==> src/rtl/icu_pkg.sv <==
package icu_pkg;
    // Fixed roles of the most urgent sources (index = priority = vector)
    localparam int SRC_RESET  = 0;
    localparam int SRC_PWRDN  = 1;
    localparam int SRC_EMU    = 2;
    localparam int SRC_STKLVL = 3;

    typedef enum logic [1:0] {
        OP_NONE  = 2'd0,
        OP_GRANT = 2'd1,
        OP_POP   = 2'd2,
        OP_PUSH  = 2'd3
    } stk_op_e;
endpackage

==> src/rtl/icu_pending.sv <==
module icu_pending
    import icu_pkg::*;
#(
    parameter int NUM_SRC = 13,
    parameter int LVLW    = 4
) (
    input  logic               clk,
    input  logic               rst,
    input  logic [NUM_SRC-1:0] req,
    input  logic [NUM_SRC-1:0] sw_set,
    input  logic [NUM_SRC-1:0] sw_clr,
    input  logic               grant,
    input  logic [LVLW-1:0]    grant_idx,
    input  logic               wm_set,
    output logic [NUM_SRC-1:0] pend
);
    logic [NUM_SRC-1:0] clr_vec, set_vec, pend_nxt;

    always_comb begin
        clr_vec = sw_clr;
        if (grant) clr_vec[grant_idx] = 1'b1;
        set_vec = req | sw_set;
        if (wm_set) set_vec[SRC_STKLVL] = 1'b1;
        // clearing applies first, so any set in the same cycle survives
        pend_nxt = (pend & ~clr_vec) | set_vec;
    end

    always_ff @(posedge clk) begin
        if (rst) pend <= '0;
        else     pend <= pend_nxt;
    end
endmodule

==> src/rtl/icu_select.sv <==
module icu_select
    import icu_pkg::*;
#(
    parameter int NUM_SRC = 13,
    parameter int LVLW    = 4
) (
    input  logic [NUM_SRC-1:0] pend,
    input  logic [NUM_SRC-1:0] mask,
    input  logic               gie,
    input  logic               nest_en,
    input  logic [LVLW-1:0]    active,
    input  logic               stack_full,
    output logic               valid,
    output logic [LVLW-1:0]    vec
);
    logic [NUM_SRC-1:0] nmi, elig;
    logic               found, idle, allow;
    logic [LVLW-1:0]    pick;

    always_comb begin
        nmi = '0;
        nmi[SRC_RESET] = 1'b1;
        nmi[SRC_PWRDN] = 1'b1;
        nmi[SRC_EMU]   = 1'b1;
        if (gie) begin
            elig = pend & (mask | nmi);
        end else begin
            elig = pend & nmi;
            elig[SRC_PWRDN] = 1'b0;
        end
        found = 1'b0;
        pick  = '0;
        for (int i = NUM_SRC - 1; i >= 0; i--) begin
            if (elig[i]) begin
                found = 1'b1;
                pick  = LVLW'(i);
            end
        end
        idle  = (active == LVLW'(NUM_SRC));
        allow = idle || (nest_en && (pick < active));
        valid = found && allow && !stack_full;
        vec   = pick;
    end
endmodule

==> src/rtl/icu_stack.sv <==
module icu_stack
    import icu_pkg::*;
#(
    parameter int DEPTH     = 33,
    parameter int LVLW      = 4,
    parameter int FILLW     = 6,
    parameter int LOW_MARK  = 3,
    parameter int HIGH_MARK = 28,
    parameter int IDLE_LVL  = 13
) (
    input  logic             clk,
    input  logic             rst,
    input  stk_op_e          op,
    input  logic [LVLW-1:0]  new_lvl,
    output logic [LVLW-1:0]  active,
    output logic [FILLW-1:0] fill,
    output logic             full,
    output logic             wm_evt
);
    logic [LVLW-1:0]  mem [DEPTH];
    logic [FILLW-1:0] fill_nxt;
    logic             do_save, do_restore;

    assign full = (fill == FILLW'(DEPTH));

    always_comb begin
        do_save    = ((op == OP_GRANT) || (op == OP_PUSH)) && !full;
        do_restore = (op == OP_POP) && (fill != '0);
        fill_nxt   = fill;
        if (do_save)    fill_nxt = fill + 1'b1;
        if (do_restore) fill_nxt = fill - 1'b1;
        wm_evt = ((fill >= FILLW'(LOW_MARK))  && (fill_nxt <  FILLW'(LOW_MARK))) ||
                 ((fill <= FILLW'(HIGH_MARK)) && (fill_nxt >  FILLW'(HIGH_MARK)));
    end

    always_ff @(posedge clk) begin
        if (do_save) mem[fill] <= active;
    end

    always_ff @(posedge clk) begin
        if (rst) begin
            active <= LVLW'(IDLE_LVL);
            fill   <= '0;
        end else begin
            fill <= fill_nxt;
            if (do_save && (op == OP_GRANT)) active <= new_lvl;
            else if (do_restore)             active <= mem[fill - 1'b1];
        end
    end
endmodule

==> src/rtl/irq_prio_ctrl.sv <==
module irq_prio_ctrl
    import icu_pkg::*;
#(
    parameter int NUM_SRC   = 13,
    parameter int DEPTH     = 33,
    parameter int LOW_MARK  = 3,
    parameter int HIGH_MARK = 28,
    localparam int LVLW     = $clog2(NUM_SRC + 1),
    localparam int FILLW    = $clog2(DEPTH + 1)
) (
    input  logic               clk,
    input  logic               rst,
    input  logic [NUM_SRC-1:0] irq_req,
    input  logic               mask_we,
    input  logic [NUM_SRC-1:0] mask_wdata,
    input  logic [NUM_SRC-1:0] pend_set,
    input  logic [NUM_SRC-1:0] pend_clr,
    input  logic               gie_on,
    input  logic               gie_off,
    input  logic               nest_en,
    input  logic               ack,
    input  logic               push,
    input  logic               pop,
    output logic               irq_valid,
    output logic [LVLW-1:0]    irq_vec,
    output logic [NUM_SRC-1:0] mask_q,
    output logic [NUM_SRC-1:0] pend_q,
    output logic               gie_q,
    output logic [LVLW-1:0]    active_q,
    output logic [FILLW-1:0]   stack_fill
);
    logic    grant, full, wm_evt;
    stk_op_e op;

    always_ff @(posedge clk) begin
        if (rst) begin
            mask_q <= '0;
            gie_q  <= 1'b0;
        end else begin
            if (mask_we) mask_q <= mask_wdata;
            if (gie_off)     gie_q <= 1'b0;
            else if (gie_on) gie_q <= 1'b1;
        end
    end

    assign grant = ack && irq_valid;

    always_comb begin
        if (grant)     op = OP_GRANT;
        else if (pop)  op = OP_POP;
        else if (push) op = OP_PUSH;
        else           op = OP_NONE;
    end

    icu_pending #(.NUM_SRC(NUM_SRC), .LVLW(LVLW)) u_pend (
        .clk(clk), .rst(rst), .req(irq_req), .sw_set(pend_set), .sw_clr(pend_clr),
        .grant(grant), .grant_idx(irq_vec), .wm_set(wm_evt), .pend(pend_q)
    );

    icu_select #(.NUM_SRC(NUM_SRC), .LVLW(LVLW)) u_sel (
        .pend(pend_q), .mask(mask_q), .gie(gie_q), .nest_en(nest_en),
        .active(active_q), .stack_full(full), .valid(irq_valid), .vec(irq_vec)
    );

    icu_stack #(
        .DEPTH(DEPTH), .LVLW(LVLW), .FILLW(FILLW), .LOW_MARK(LOW_MARK),
        .HIGH_MARK(HIGH_MARK), .IDLE_LVL(NUM_SRC)
    ) u_stk (
        .clk(clk), .rst(rst), .op(op), .new_lvl(irq_vec), .active(active_q),
        .fill(stack_fill), .full(full), .wm_evt(wm_evt)
    );
endmodule

==> config.mk <==
export PLATFORM = sky130hd
export DESIGN_NAME = irq_prio_ctrl
export DESIGN_NICKNAME = d
export VERILOG_FILES = /design/src/rtl/icu_pkg.sv /design/src/rtl/icu_pending.sv /design/src/rtl/icu_select.sv /design/src/rtl/icu_stack.sv /design/src/rtl/irq_prio_ctrl.sv
export SDC_FILE = /design/constraint.sdc
export NUM_CORES = 1
export LEC_CHECK = 0
export BUFFER_PORTS_ARGS = -buffer_cell sky130_fd_sc_hd__buf_2
export CELL_PAD_IN_SITES_DETAIL_PLACEMENT = 1
export CELL_PAD_IN_SITES_GLOBAL_PLACEMENT = 2
export CORE_ASPECT_RATIO = 1.25
export CORE_MARGIN = 2
export CORE_UTILIZATION = 36
export DETAILED_ROUTE_END_ITERATION = 8
export GPL_ROUTABILITY_DRIVEN = 0
export PLACE_DENSITY_LB_ADDON = 0.1
export SETUP_SLACK_MARGIN = 0.15
export SYNTH_ARGS = -nofsm -noshare
export SYNTH_HDL_FRONTEND = slang
export SYNTH_SLANG_ARGS = --single-unit
==> constraint.sdc <==
create_clock -name clk -period 4.1 [get_ports clk]
set_clock_uncertainty 0.05 [all_clocks]
set_input_delay 0.82 -clock clk [delete_from_list [all_inputs] [get_ports clk]]
set_output_delay 0.82 -clock clk [all_outputs]
set_load 0.1 [all_outputs]
==> results.txt, run 1 <==
first-pass GRT wire length: 32.8 mm
Most Used Layer, Global Route: met2
PwrDens: 786 nW/um^2
achievable frequency: 268 MHz
Hold Startpoint: mask_q[1]
VDD IR max: 0.335 mV
Synth top area share: 53.0%
fin cells: 939
final hold slack: 470 ps
Top FF cell, synth: edfxtp_1
Nets: 724
CP Data Arrival Time: 3800 ps
Yosys cell types: 58
# diodes: 0
largest net degree at the start of global routing: 38
Yosys warnings: 0
Hold Crit Class: reg -> reg
met3 usage: 4.27%
Lkg Pwr: 3.35 nW
Post-synth EDFFs: 132
RSZ-0062 raised after global routing: yes
GR Util met2: 36.4%
DRC viols: 0
vias post-DR: 4948
Worst Tran Pin Value: 737 ps
placed instance count: 906
Sink Count: 169
Post-Syn Instances: 533
die area: 22000 um^2
Worst Setup SP: u_pend.pend[5]
clock tree buffer depth: 2
Util after Layout: 46.5%
CTS tree: done
flops & latches, synth: 169
GRT Total Usage: 20.1%
sequential element share of the synthesized area: 62.9%
Die H: 165 um
Synth area leader: edfxtp_1
# setup viols final: 0
layout cell share with drive strength beyond 1: 42.8%
Detailed Routing Iterations Pass 1: 4
vias in the first global route: 5497
clk_lat worst skew: 440 ps
H-tree depth: 4
Area contributors post-synth: edfxtp_1 53%, mux4_2 12%, dfxtp_1 9.9%, nor2_1 3.6%, mux2i_1 2.4%
DRT iter0 DRCs: 302
vias per cell: 5.27
core area: 20200 um^2
mapped cell area: 7480 um^2
grt met1 use: 23.5%
share of flip-flops with an asynchronous set or reset: 0%
Relative slew margins: 50.9%
syn avg cell area: 14.0 um^2
Antenna Nets Post-Route: 0
overall power: 7.39 mW
Die Wd: 133 um
CP Launch Type: flip-flop
crit path max fanout: 6
Initial Utilization: 36.9%
CP required: 4170 ps
Filler cells: 2078
Hold Violations, Final: 0
syn nets: 601
port buffer count: 102
CTS root buf: clkbuf_16
final cycle utilization of the critical path: 91.1%
Worst Setup Path Type: reg -> reg
Rows: 58
wire length per cell: 22.1 um
antenna violations before repair: 0
max-cap violations: 0
clock slew at reported path FFs: 70 ps
CTS Hold Bufs: 0
Critical R2R Launch: u_pend.pend[5]
final setup TNS: 0 ps
Tmin final: 3740 ps
DP HPWL: 15.4 mm
total CTS buffers: 17
outcome: finished, final reports clean
critical path endpoint category: flip-flop
Max Slew Vio Count: 0
area grow syn2layout: 25.7%
Routed WL: 20.8 mm
io pins: 103
total grt overflow: 0
==> metal layers <==
metal  share of wire [%]  up-vias  wire (um)
met4                 2.7        0        556
met5                   0        -          0
met2                  53      122      11100
met3                 3.9       28        809
met1                  40     2496       8320
li1                    -     2302          -
==> stage by stage <==
step | setup WS [ps] | area (um^2)
final | 363 | 9410
after global routing | 124 | 9410
after CTS | 222 | 9370
after detailed placement | 82.9 | 8780
after global placement | 188 | 8780
after floorplan | -152 | 7840
==> registers in the layout, indices dropped and copies added (netlist names) <==
| name | count |
|---|---|
| u_stk.mem | 132 |
| mask_q | 13 |
| u_pend.pend | 13 |
| u_stk.fill | 6 |
| u_stk.active | 4 |
| gie_q | 1 |
==> final cells by class <==
type	count	area, um^2	share of cell area (%)
clock buffers	17	425	4.52
flip-flops and latches	169	4760	50.6
clock inverters	15	151	1.61
multi-input cells	329	2960	31.5
repair buffers	129	732	7.78
inverters	10	37.5	0.399
well taps	270	338	3.59
==> power by group <==
| group | total, mW | internal, mW | leakage [nW] | switching, mW |
|---|---|---|---|---|
| registers | 2.28 | 2.16 | 1.49 | 0.118 |
| clock network | 1.57 | 0.809 | 0.282 | 0.757 |
| logic | 3.54 | 1.29 | 1.58 | 2.26 |
| total | 7.39 | 4.26 | 3.35 | 3.13 |
==> path summary, 6_finish.rpt <==
path	to	cells after the start	slack, ps
worst min register to register	mask_q[1]	2	470
worst max register to register	u_stk.mem[6][3]	15	360
worst min-delay path	mask_q[1]	2	470
worst max-delay path	u_stk.mem[6][3]	15	360
==> cell usage in the layout (no fill, tap or decap), types with 5 or more instances in the layout <==
cell,netlist,layout
edfxtp_1,132,132
buf_2,3,101
nor2_1,71,41
mux4_2,40,40
buf_4,0,26
nand2_1,27,25
a21oi_1,21,21
nor2_2,0,21
mux2i_1,18,18
nor2b_1,17,17
clkbuf_16,0,17
o21ai_1,14,15
dfxtp_2,0,15
dfxtp_1,37,12
dfxtp_4,0,10
nor2_4,0,9
nand2b_1,8,8
nand4_1,8,8
o21ai_0,12,8
inv_1,8,7
o211ai_1,7,7
and2_1,9,6
xnor2_1,6,6
ha_1,7,6
nor4_4,0,5
==> synthesized netlist by cell type, types with 3 or more instances <==
library cell and n:
nor2_1 71, edfxtp_1 132, nand3_1 6, ha_1 7, nor3_1 4, o211a_1 3
o211ai_1 7, and2_1 9, mux4_2 40, buf_2 3, nand2b_1 8, nor2b_1 17
xnor2_1 6, o21ai_1 14, nand4_1 8, clkbuf_1 16, a21oi_1 21, mux2i_1 18
a211oi_1 4, and3_1 3, a41o_1 3, dfxtp_1 37, nand2_1 27, o21ai_0 12
inv_1 8, buf_1 5, nor4_1 5
==> critical path, cell delays in order, from the launching register on <==
cell	delay, ps
dfxtp_4	340
and2_1	190
buf_4	160
o41ai_4	240
and2_1	190
a21boi_4	200
ha_4	230
nand3_2	50
nor2_1	40
and3_1	160
o31a_1	390
o21ai_4	230
buf_4	180
buf_4	110
nand3_1	290
nor2_2	330
==> what timing repair did <==
item,CTS,global route
setup buffers,0,1
gates resized for setup,3,8
pin swaps,0,2
endpoints found under the setup margin,2,15
==> logic make-up after synthesis <==
kind of cell	after synthesis	synth area share [%]
DFF	169	62.9
xor gates and xnor gates	7	0.820
and+or+nand+nor	172	11.4
adders and majority gates	7	1.17
muxes	58	14.5
AOI/OAI and AO/OA	85	7.49
buffers and inverters	35	1.82
Power figures use the tool's default switching activity.
==> inputs of run 2 (changes only) <==
--- a/config.mk
+++ b/config.mk
@@ -13,6 +13,7 @@
 export CORE_UTILIZATION = 36
 export DETAILED_ROUTE_END_ITERATION = 8
 export GPL_ROUTABILITY_DRIVEN = 0
+export MAX_ROUTING_LAYER = met4
 export PLACE_DENSITY_LB_ADDON = 0.1
 export SETUP_SLACK_MARGIN = 0.15
 export SYNTH_ARGS = -nofsm -noshare
==> results.txt, run 2 (synthesis gave the netlist of run 1 again) <==
total grt overflow: 0 (unchanged)
crit path max fanout: 8 (+2)
Antenna Nets Post-Route: 0 (unchanged)
Tmin final: 3770 ps (+31.2 ps)
Max Slew Vio Count: 0 (unchanged)
outcome: finished, final reports clean
vias in the first global route: 5511 (+0.25%)
Die H: 165 um (unchanged)
overall power: 7.40 mW (+0.14%)
leading registers by flop count: u_stk.mem: 132 flops, mask_q: 13 flops, u_pend.pend: 13 flops
commonest cells after routing, fill and taps aside: 132 x edfxtp_1, 101 x buf_2, 41 x nor2_1
PwrDens: 785 nW/um^2 (about the same)
Sink Count: 169 (unchanged)
Lkg Pwr: 3.35 nW (about the same)
first-pass GRT wire length: 32.8 mm (about the same)
CP Launch Type: flip-flop
Largest register FFs: 132 (unchanged)
Storage cell area: 4760 um^2 (unchanged)
RSZ-0062 raised after global routing: yes
CTS root buf: clkbuf_16
achievable frequency: 265 MHz (-0.83%)
wire length per cell: 22.1 um (+0.19%)
Hold Crit Class: reg -> reg
vias per cell: 5.29 (+0.30%)
fin cells: 939 (unchanged)
most common cell after layout, fill and taps aside: edfxtp_1
Worst Setup Path Type: reg -> reg
CP required: 4400 ps (+230 ps)
worst setup margin: 332 ps (-31.2 ps)
die area: 22000 um^2 (unchanged)
Filler cells: 2075 (-0.14%)
CTS tree: done
placed instance count: 906 (unchanged)
layout cell share with drive strength beyond 1: 43.2% (+0.45 points)
DP HPWL: 15.4 mm (unchanged)
met3 WL post-DR: 787 um (-2.7%)
Nets: 724 (unchanged)
Initial Utilization: 36.9% (unchanged)
DP Worst Slack: 82.9 ps (unchanged)
io pins: 103 (unchanged)
DRC viols: 0 (unchanged)
Detailed Routing Iterations Pass 1: 4 (unchanged)
CP Data Arrival Time: 4070 ps (+270 ps)
Hold Violations, Final: 0 (unchanged)
Area after DPL: 8780 um^2 (unchanged)
Relative slew margins: 50.6% (-0.24 points)
VDD IR max: 0.334 mV (-0.33%)
CTS Hold Bufs: 0 (unchanged)
antenna violations before repair: 0 (unchanged)
Top Layer Used: met4
final cycle utilization of the critical path: 91.9% (+0.76 points)
total CTS buffers: 17 (unchanged)
DRT iter0 DRCs: 292 (-3.3%)
GRT Total Usage: 20.7% (+0.60 points)
core area: 20200 um^2 (unchanged)
Biggest register: u_stk.mem
Routed WL: 20.8 mm (+0.19%)
final instance area: 9430 um^2 (+0.21%)
clk_lat worst skew: 430 ps (about the same)
# diodes: 0 (unchanged)
area of the multi-input gates: 2980 um^2 (+0.68%)
critical path endpoint category: flip-flop
clock slew at reported path FFs: 80 ps (about the same)
H-tree depth: 4 (unchanged)
max-cap violations: 0 (unchanged)
vias post-DR: 4963 (+0.30%)
area grow syn2layout: 26.0%
# setup viols final: 0 (unchanged)
largest net degree at the start of global routing: 38 (unchanged)
met2 wire len: 11.1 mm (about the same)
Rows: 58 (unchanged)
Worst Tran Pin Value: 740 ps (+3.61 ps)
clock tree buffer depth: 2 (unchanged)
met1 WL: 8.37 mm (+0.55%)
Die Wd: 133 um (unchanged)
Util after Layout: 46.6% (+0.099 points)
port buffer count: 102 (unchanged)
[run 2: cell counts in the layout (fill, tap and decap cells not counted)]
Identical to the previous run, type by type.
[run 2: cell type report]
cell class              count  area share, %
clock buffers              17           4.51
clock inverters            15           1.61
inverters                  10          0.398
multi-input cells         329           31.6
flip-flops and latches    169           50.5
well taps                 270           3.58
repair buffers            129           7.77
[run 2: power by group]
group / internal [mW] / switching [mW]
combinational: 1.29 / 2.26
clock: 0.810 / 0.761
sequential: 2.16 / 0.119
[run 2: repair_timing]
action                                  CTS  global route
endpoints found under the setup margin    2            15
resized for setup                         3            11
pin swaps                                 0             2
setup buffers                             0             1
[run 2: path summary, 6_finish.rpt]
path,from,to,slack (ps),depth (start not counted)
max,u_pend.pend[5],u_pend.pend[3],330,15
min,mask_q[5],mask_q[5],470,2
max reg2reg,u_pend.pend[5],u_pend.pend[3],330,15
min reg2reg,mask_q[5],mask_q[5],470,2
[run 2: per-layer routing]
metal / vias up / global-route usage [%]
met5: - / -
met4: 0 / 7.82
met3: 30 / 4.06
met2: 120 / 36.6
met1: 2508 / 23.4
li1: 2305 / -
[run 2: critical path, cell delays in order, from the launching register on]
cell	delay [ps]
dfxtp_4	350
and2_1	190
buf_4	160
o41ai_4	250
and2_4	200
a21boi_4	190
ha_4	230
nand3_2	50
nor2_1	40
and3_1	160
o31a_1	390
o21ai_4	290
a41oi_1	170
xnor2_1	200
or4b_4	560
a311oi_2	190
[run 2: stage by stage]
step,hold WS [ps],TNS (ps)
3_5_place_dp,455,0
4_1_cts,460,0
3_3_place_gp,431,0
2_1_floorplan,579,-1460
6_report,471,0
5_1_grt,491,0
==> inputs of run 3 (changes only) <==
--- a/config.mk
+++ b/config.mk
@@ -15,6 +15,7 @@
 export GPL_ROUTABILITY_DRIVEN = 0
 export MAX_ROUTING_LAYER = met4
 export PLACE_DENSITY_LB_ADDON = 0.1
+export RECOVER_POWER = 100
 export SETUP_SLACK_MARGIN = 0.15
 export SYNTH_ARGS = -nofsm -noshare
 export SYNTH_HDL_FRONTEND = slang
==> results.txt, run 3 (synthesis gave the netlist of run 1 again) <==
outcome: finished with violations
violated checks: capacitance limit, slew limit
area of the multi-input gates: 2870 um^2 (-3.6%)
wire length per cell: 22.1 um (-0.27%)
commonest cells after routing, fill and taps aside: 132 x edfxtp_1, 61 x nor2_1, 60 x buf_2
PwrDens: 789 nW/um^2 (+0.49%)
total CTS buffers: 17 (unchanged)
core area: 20200 um^2 (unchanged)
Tmin final: 3820 ps (+50.0 ps)
largest net degree at the start of global routing: 38 (unchanged)
CP Launch Type: flip-flop
vias per cell: 5.29 (about the same)
Worst Tran Pin Value: 1750 ps (+1010 ps)
Routed WL: 20.7 mm (-0.27%)
total grt overflow: 0 (unchanged)
achievable frequency: 262 MHz (-1.3%)
critical path endpoint category: output pin
crit path max fanout: 3 (-5)
Nets: 724 (unchanged)
Sink Count: 169 (unchanged)
clk_lat worst skew: 440 ps (about the same)
CP Data Arrival Time: 2950 ps (-1120 ps)
Rows: 58 (unchanged)
H-tree depth: 4 (unchanged)
DRC viols: 0 (unchanged)
VDD IR max: 0.336 mV (+0.65%)
io pins: 103 (unchanged)
leading registers by flop count: u_stk.mem: 132 flops, mask_q: 13 flops, u_pend.pend: 13 flops
worst setup margin: 282 ps (-50.0 ps)
clock slew at reported path FFs: 70 ps (about the same)
Biggest register: u_stk.mem
most common cell after layout, fill and taps aside: edfxtp_1
CTS Hold Bufs: 0 (unchanged)
Lkg Pwr: 3.19 nW (-5.0%)
CTS tree: done
port buffer count: 102 (unchanged)
Area after DPL: 8780 um^2 (unchanged)
CP required: 3230 ps (-1170 ps)
Filler cells: 2106 (+1.5%)
RSZ-0062 raised after global routing: yes
Worst Setup Path Type: reg -> out
Largest register FFs: 132 (unchanged)
final setup TNS: 0 ps (unchanged)
Hold Violations, Final: 0 (unchanged)
antenna violations before repair: 0 (unchanged)
Relative slew margins: -17.0% (-68 points)
final cycle utilization of the critical path: 93.1% (+1.2 points)
final instance area: 9220 um^2 (-2.2%)
clock tree buffer depth: 2 (unchanged)
Storage cell area: 4760 um^2 (unchanged)
final hold slack: 472 ps (+0.309 ps)
vias post-DR: 4966 (+0.060%)
# setup viols final: 0 (unchanged)
Util after Layout: 45.5% (-1.0 points)
DP Worst Slack: 82.9 ps (unchanged)
Die H: 165 um (unchanged)
CTS root buf: clkbuf_16
# diodes: 0 (unchanged)
layout cell share with drive strength beyond 1: 33.3% (-9.9 points)
Antenna Nets Post-Route: 0 (unchanged)
vias in the first global route: 5511 (unchanged)
Die Wd: 133 um (unchanged)
GRT Total Usage: 20.7% (unchanged)
Hold Crit Class: reg -> reg
die area: 22000 um^2 (unchanged)
area grow syn2layout: 23.2%
first-pass GRT wire length: 32.8 mm (unchanged)
Initial Utilization: 36.9% (unchanged)
max-cap violations: 4 (+4)
Max Slew Vio Count: 145 (+145)
Detailed Routing Iterations Pass 1: 4 (unchanged)
DRT iter0 DRCs: 325 (+11%)
DP HPWL: 15.4 mm (unchanged)
-- run 3: cell types whose count changed in the layout (fill, tap and decap cells not counted), sizes merged --
cell,change
clkbuf,+52
buf,-52
-- run 3: path summary, 6_finish.rpt --
path,cells past startpoint,slack (ps),to,from
max,11,280,irq_valid,u_pend.pend[5]
min,2,470,mask_q[1],mask_q[1]
max reg2reg,14,290,u_stk.mem[20][1],u_pend.pend[5]
min reg2reg,2,470,mask_q[1],mask_q[1]
-- run 3: routing by layer --
layer / track usage [%] / vias up / wire, um
li1: - / 2306 / -
met1: 23.4 / 2507 / 8220
met2: 36.6 / 123 / 11200
met3: 4.06 / 30 / 772
met4: 7.82 / 0 / 561
met5: - / - / 0
-- run 3: area by class of cell --
type	instances	area share, %
Sequential cell	169	51.6
Multi-Input combinational cell	329	31.2
Timing Repair Buffer	129	6.88
Clock buffer	17	4.61
Tap cell	270	3.66
Clock inverter	15	1.64
Inverter	10	0.407
-- run 3: through the flow --
step	power, mW	instances
2_1_floorplan	4.81	533
3_3_place_gp	5.81	906
3_5_place_dp	5.85	906
4_1_cts	7.44	938
5_1_grt	7.66	939
6_report	7.27	939
-- run 3: repair_timing --
item                       in CTS  in global routing
pin swaps                       0                  2
setup endpoints to repair       2                 15
buffers inserted                0                  1
gates resized for setup         3                 11
gates cloned                    0                  0
-- run 3: where the power goes --
| group | switching [mW] | leakage, nW | internal [mW] | total, mW |
|---|---|---|---|---|
| clock | 0.759 | 0.282 | 0.809 | 1.57 |
| sequential | 0.119 | 1.49 | 2.17 | 2.29 |
| combinational | 2.19 | 1.41 | 1.22 | 3.41 |
-- run 3: worst max-delay path, stage by stage (launching register included) --
cell and delay [ps]:
dfxtp_4 350, and2_1 190, buf_4 160, a221o_1 340, a32oi_1 280, o21ai_0 120
a21oi_1 210, nor2b_1 70, o21ai_0 170, a31oi_1 170, nor2_4 100, clkbuf_4 340
